### src/rtl/dac_pwr_pkg.sv
package dac_pwr_pkg;

   // Termination picked when a channel is switched off
   typedef enum logic {
      TERM_1K   = 1'b0,
      TERM_200K = 1'b1
   } term_sel_e;

   // Per-channel decoded command for one cycle
   typedef struct packed {
      logic shut;   // shutdown (own request or full power-down)
      logic hiz;    // load select for this shutdown
      logic upd;    // serial-sourced DAC register load
   } chan_cmd_t;

   function automatic int max_of(input int a, input int b);
      return (a > b) ? a : b;
   endfunction

endpackage

### src/rtl/dac_pwr_bias.sv
module dac_pwr_bias #(
   parameter int NCH = 2
) (
   input  logic           clk,
   input  logic           rst_n,
   input  logic           fpd,
   input  logic [NCH-1:0] wake,
   output logic           bias_o
);

   logic bias_q;

   always_ff @(posedge clk or negedge rst_n) begin
      if (!rst_n)
         bias_q <= 1'b1;
      else if (fpd)
         bias_q <= 1'b0;
      else if (|wake)
         bias_q <= 1'b1;
   end

   assign bias_o = bias_q;

endmodule

### src/rtl/dac_pwr_chan.sv
module dac_pwr_chan
   import dac_pwr_pkg::*;
#(
   parameter int SD_DLY  = 50,
   parameter int FPD_DLY = 60,
   parameter int CW      = 6
) (
   input  logic      clk,
   input  logic      rst_n,
   input  chan_cmd_t cmd,
   input  logic      bias_on,
   output logic      wake_o,
   output logic      en_o,
   output logic      load_1k_o,
   output logic      ready_o
);

   localparam logic [CW-1:0] SHORT_LD = CW'(SD_DLY);
   localparam logic [CW-1:0] LONG_LD  = CW'(FPD_DLY);

   logic            en_q;
   term_sel_e       term_q;
   logic [CW-1:0]   cnt_q;
   logic            wake;

   // Wake only a channel that is off and not being shut this cycle
   assign wake = cmd.upd & ~en_q & ~cmd.shut;

   always_ff @(posedge clk or negedge rst_n) begin
      if (!rst_n) begin
         en_q   <= 1'b1;
         term_q <= TERM_200K;
         cnt_q  <= LONG_LD;
      end else if (cmd.shut) begin
         en_q   <= 1'b0;
         term_q <= cmd.hiz ? TERM_200K : TERM_1K;
      end else if (wake) begin
         en_q   <= 1'b1;
         cnt_q  <= bias_on ? SHORT_LD : LONG_LD;
      end else if (en_q && (cnt_q != '0)) begin
         cnt_q  <= cnt_q - 1'b1;
      end
   end

   assign wake_o    = wake;
   assign en_o      = en_q;
   assign load_1k_o = ~en_q & (term_q == TERM_1K);
   assign ready_o   = en_q & (cnt_q == '0);

endmodule

### src/rtl/dac_pwr_ctrl.sv
module dac_pwr_ctrl
   import dac_pwr_pkg::*;
#(
   parameter int NCH     = 2,
   parameter int SD_DLY  = 50,
   parameter int FPD_DLY = 60
) (
   input  logic           clk,
   input  logic           rst_n,
   input  logic [NCH-1:0] sd_req,
   input  logic [NCH-1:0] sd_hiz,
   input  logic           fpd_req,
   input  logic [NCH-1:0] reg_load,
   input  logic           reg_load_ser,
   output logic [NCH-1:0] ch_en,
   output logic [NCH-1:0] ch_load_1k,
   output logic           bias_en,
   output logic [NCH-1:0] ch_ready
);

   localparam int MAX_DLY = max_of(SD_DLY, FPD_DLY);
   localparam int CW      = $clog2(MAX_DLY + 1);

   // Elaboration-time parameter checks
   generate
      if (NCH < 1) begin : g_bad_nch
         $error("dac_pwr_ctrl: NCH must be at least 1");
      end
      if (SD_DLY < 1 || FPD_DLY < 1) begin : g_bad_dly
         $error("dac_pwr_ctrl: settling delays must be at least 1");
      end
   endgenerate

   logic [NCH-1:0] wake;
   chan_cmd_t      cmd [NCH];

   generate
      for (genvar i = 0; i < NCH; i++) begin : g_chan
         assign cmd[i] = '{shut: sd_req[i] | fpd_req,
                           hiz:  sd_hiz[i],
                           upd:  reg_load[i] & reg_load_ser};

         dac_pwr_chan #(
            .SD_DLY  (SD_DLY),
            .FPD_DLY (FPD_DLY),
            .CW      (CW)
         ) u_chan (
            .clk       (clk),
            .rst_n     (rst_n),
            .cmd       (cmd[i]),
            .bias_on   (bias_en),
            .wake_o    (wake[i]),
            .en_o      (ch_en[i]),
            .load_1k_o (ch_load_1k[i]),
            .ready_o   (ch_ready[i])
         );
      end
   endgenerate

   dac_pwr_bias #(
      .NCH (NCH)
   ) u_bias (
      .clk    (clk),
      .rst_n  (rst_n),
      .fpd    (fpd_req),
      .wake   (wake),
      .bias_o (bias_en)
   );

endmodule

### config.mk
export PLATFORM = sky130hd
export DESIGN_NAME = dac_pwr_ctrl
export DESIGN_NICKNAME = d
export VERILOG_FILES = /design/src/rtl/dac_pwr_pkg.sv /design/src/rtl/dac_pwr_bias.sv /design/src/rtl/dac_pwr_chan.sv /design/src/rtl/dac_pwr_ctrl.sv
export SDC_FILE = /design/constraint.sdc
export NUM_CORES = 1
export LEC_CHECK = 0
export BUFFER_PORTS_ARGS = -buffer_cell sky130_fd_sc_hd__buf_2
export CAP_MARGIN = 15
export CORE_AREA = 8 8 58 60
export DETAILED_ROUTE_END_ITERATION = 12
export DIE_AREA = 0 0 66 68
export PLACE_DENSITY = 0.67
export SYNTH_ARGS = -nofsm -noshare
export SYNTH_HDL_FRONTEND = slang
export SYNTH_SLANG_ARGS = --single-unit
export TNS_END_PERCENT = 1
### constraint.sdc
create_clock -name clk -period 3.2 [get_ports clk]
set_clock_uncertainty 0.05 [all_clocks]
set_input_delay 0.64 -clock clk [delete_from_list [all_inputs] [get_ports clk]]
set_output_delay 0.64 -clock clk [all_outputs]
set_load 0.01 [all_outputs]
==> flow_summary.yaml <==
status:
  outcome: "finished, final reports clean"
power_and_ir_drop:
  p_leak_nw: 0.519
  swShare_pct: 35.2
  comb_power_share_pct: 33.7
  clkPwrFrac_pct: 15.4
  power_frac_seq_pct: 50.9
  p_switching_uw: 262
  p_per_area_nw_per_um2: 663
  peakVddDrop_v: 0.000363
  totalPowerFinal_uw: 743
  intPower_uw: 481
logic_synthesis:
  post_synth.cell_area_avg_um2: 9.97
  synth_fp_nets: 119
  synth_top_area_share_pct: 32.6
  synth-simple-area-share_pct: 20.1
  synth_edf_count: 0
  synth_top_family_by_area: "simple AND/OR/NAND/NOR gates"
  ys_warn_count: 0
  postSynthCellCount: 105
  yosys-top-cells-area: "dfstp_2 33%, dfrtp_1 9.6%, ha_1 4.8%"
  synth_cell_types: 37
  postSynth.asyncResetShare_pct: 100
  synth_xor_area_share_pct: 0
  ys_ff_latch: 17
  synth.cell_area_um2: 1050
  synth_mux_area_share_pct: 5.26
  ys_seq_area_share_pct: 42.2
  synth_fa_ha_area_share_pct: 4.78
  ys.flop_type: "dfstp_2"
  synth_compound_area_share_pct: 17.6
  yosysTopAreaCell: "dfstp_2"
setup_path:
  crit_path_max_fanout: 6
  cp_slowest_stage_delay_ns: 0.48
  crit_family: "simple AND/OR/NAND/NOR gates"
  r2r-start: "g_chan[0].u_chan.cnt_q[2]"
  crit_chain: "or3_1 -> or3_1 -> inv_1 -> buf_2"
  r2r_cells: 4
  crit_arrival_ns: 1.76
  cpMaxStageDelayCell: "or3_1"
  reg2reg_slack_ns: 1.32
  crit_top_cell: "or3_1"
  critPathBufInv: 2
  endpoint_kind: "primary output"
  reg2reg_to: "g_chan[0].u_chan.cnt_q[1]"
  start_kind: "flop"
  crit_type: "reg -> out"
  worst_ep_required_time_ns: 2.51
sta:
  period_minus_slack_ns: 2.45
  fin_crit_sh_pct: 76.7
  drv_slew: 0
  slew_headroom_pct: 49.5
  setup_violations: 0
  hold_violations: 0
  fmax_ghz: 0.407
  tns_ns: 0
  rsz0062_at_grt: "no"
  fin_hold_ws_ns: 0.205
  worst_pin_slew_ns: 0.751
clocking:
  cts_hold_buf: 0
  cts_tree: "yes"
  clk_path_buf_depth: 2
  cts_setup_buffers: 0
  clock_latency_ns: 0.29
  cts_root_buf: "clkbuf_4"
  post_cts_resized: 0
  htreeDepth: 1
  numCtsBuffers: 3
  clkSlewWorstSetupHoldPaths_ns: 0.10
  clkSinkCount: 17
route:
  vias: 818
  first_pass_iters: 4
  detailedRoute.firstIterationViolations: 53
  wirelength_um: 2190
  post_drt_via_cell_ratio: 5.56
  ant_nets: 0
  wl_per_cell_um: 14.9
  drc: 0
grt:
  grt_pass1_wl_um: 3770
  grtUsageTotal_pct: 10.6
  grt-ovfl-total: 0
  grt_pass1_vias: 829
  antenna_found_initial: 0
  grt_max_degree: 18
floorplanning:
  die-area_um2: 4490
  core_area_um2: 2570
  row_count: 19
  die_y_um: 68
  pin_count: 17
  start_util_pct: 40.8
  die_w_um: 66
worst_hold_path:
  hold_class: "in -> async"
finish:
  regArea_um2: 442
  nFillCells: 274
  multi_input_area_um2: 499
  synthToLayoutAreaGrowth_pct: 6.93
  drive_gt1_share_pct: 33.6
  nNetsFinal: 131
  diodes: 0
place:
  gp_congestion: 0.793
  port_buffers: 16
  hpwl_um: 1720
flow_run:
  maxCapViolCount: 0
-- worst register-to-register path, delay by kind of cell, from the launching register on --
| family | cells | cell delay, ns |
|---|---|---|
| DFF | 1 | 0.39 |
| and+or+nand+nor | 3 | 1.01 |
| muxes | 1 | 0.32 |
-- metal layers --
layer,wire length [µm],global-route usage (%)
met1,894,11.4
met2,1160,19.2
met3,80,2.13
met4,48,5.60
met5,0,0
-- area by class of cell --
type	count	area share, %
clock buffers	4	2.35
inverters	9	3.02
multi-input cells	70	44.6
flip-flops and latches	17	39.4
well taps	31	3.46
repair buffers	16	7.15
-- registers in the layout, indices dropped and copies added, names as in the netlist --
register	flops
g_chan.u_chan.cnt_q	12
g_chan.u_chan.en_o	2
g_chan.u_chan.term_q	2
u_bias.bias_o	1
-- per-stage QoR --
step,instances,instance area [µm²],setup WS (ns),utilization (%)
after floorplan,105,1050,1.15,-
after global placement,143,1090,1.12,42.6
after detailed placement,143,1090,1.07,42.6
after CTS,147,1120,0.734,43.6
after global routing,147,1120,0.683,43.6
final,147,1120,0.745,43.6
-- synth_stat cells, drive strengths merged, types with 2 or more instances --
| library cell | count |
|---|---|
| dfstp | 13 |
| buf | 9 |
| inv | 9 |
| nor2 | 9 |
| nor3 | 7 |
| nand2 | 6 |
| a21oi | 5 |
| a31oi | 5 |
| dfrtp | 4 |
| ha | 4 |
| mux2 | 4 |
| o211a | 3 |
| o21ai | 3 |
| a41oi | 2 |
| and3 | 2 |
| and4 | 2 |
| o211ai | 2 |
| o22ai | 2 |
| o2bb2ai | 2 |
| or3 | 2 |
-- power groups by stage --
stage / Combinational (mW) / Clock [mW] / Sequential [mW]
after floorplan: 0.196 / 0 / 0.362
after global placement: 0.238 / 0 / 0.374
after detailed placement: 0.251 / 0 / 0.379
after CTS: 0.252 / 0.122 / 0.376
after global routing: 0.286 / 0.132 / 0.385
final: 0.250 / 0.114 / 0.378
-- kinds of logic after synthesis --
group / Yosys count
AND/OR/NAND/NOR: 35
buffers and inverters: 18
AO/OA/AOI/OAI: 26
adder cells (fa/ha/maj): 4
flip-flops: 17
multiplexers: 5
-- cell usage in the layout (no fill, tap or decap), types with 3 or more instances in the layout --
cell      Yosys  layout
a21oi_1       5       5
a31oi_1       5       5
buf_2         1      16
clkbuf_4      0       3
dfrtp_1       4       4
dfstp_2      13      13
ha_1          4       4
inv_1         9       9
mux2_2        3       3
nand2_1       5       5
nor2_1        9       9
nor3_1        5       5
o211a_1       3       3
-- worst max path at each step --
stage          cells after the start                 startpoint     endpoint  slack, ns
4_1_cts                            4  g_chan[0].u_chan.cnt_q[2]  ch_ready[0]       0.73
3_5_place_dp                       4  g_chan[0].u_chan.cnt_q[2]  ch_ready[0]       1.07
5_1_grt                            4  g_chan[0].u_chan.cnt_q[2]  ch_ready[0]       0.68
2_1_floorplan                      5  g_chan[0].u_chan.cnt_q[2]  ch_ready[0]       1.15
6_report                           4  g_chan[0].u_chan.cnt_q[2]  ch_ready[0]       0.75
3_3_place_gp                       4  g_chan[0].u_chan.cnt_q[2]  ch_ready[0]       1.12
Power figures use the tool's default switching activity.
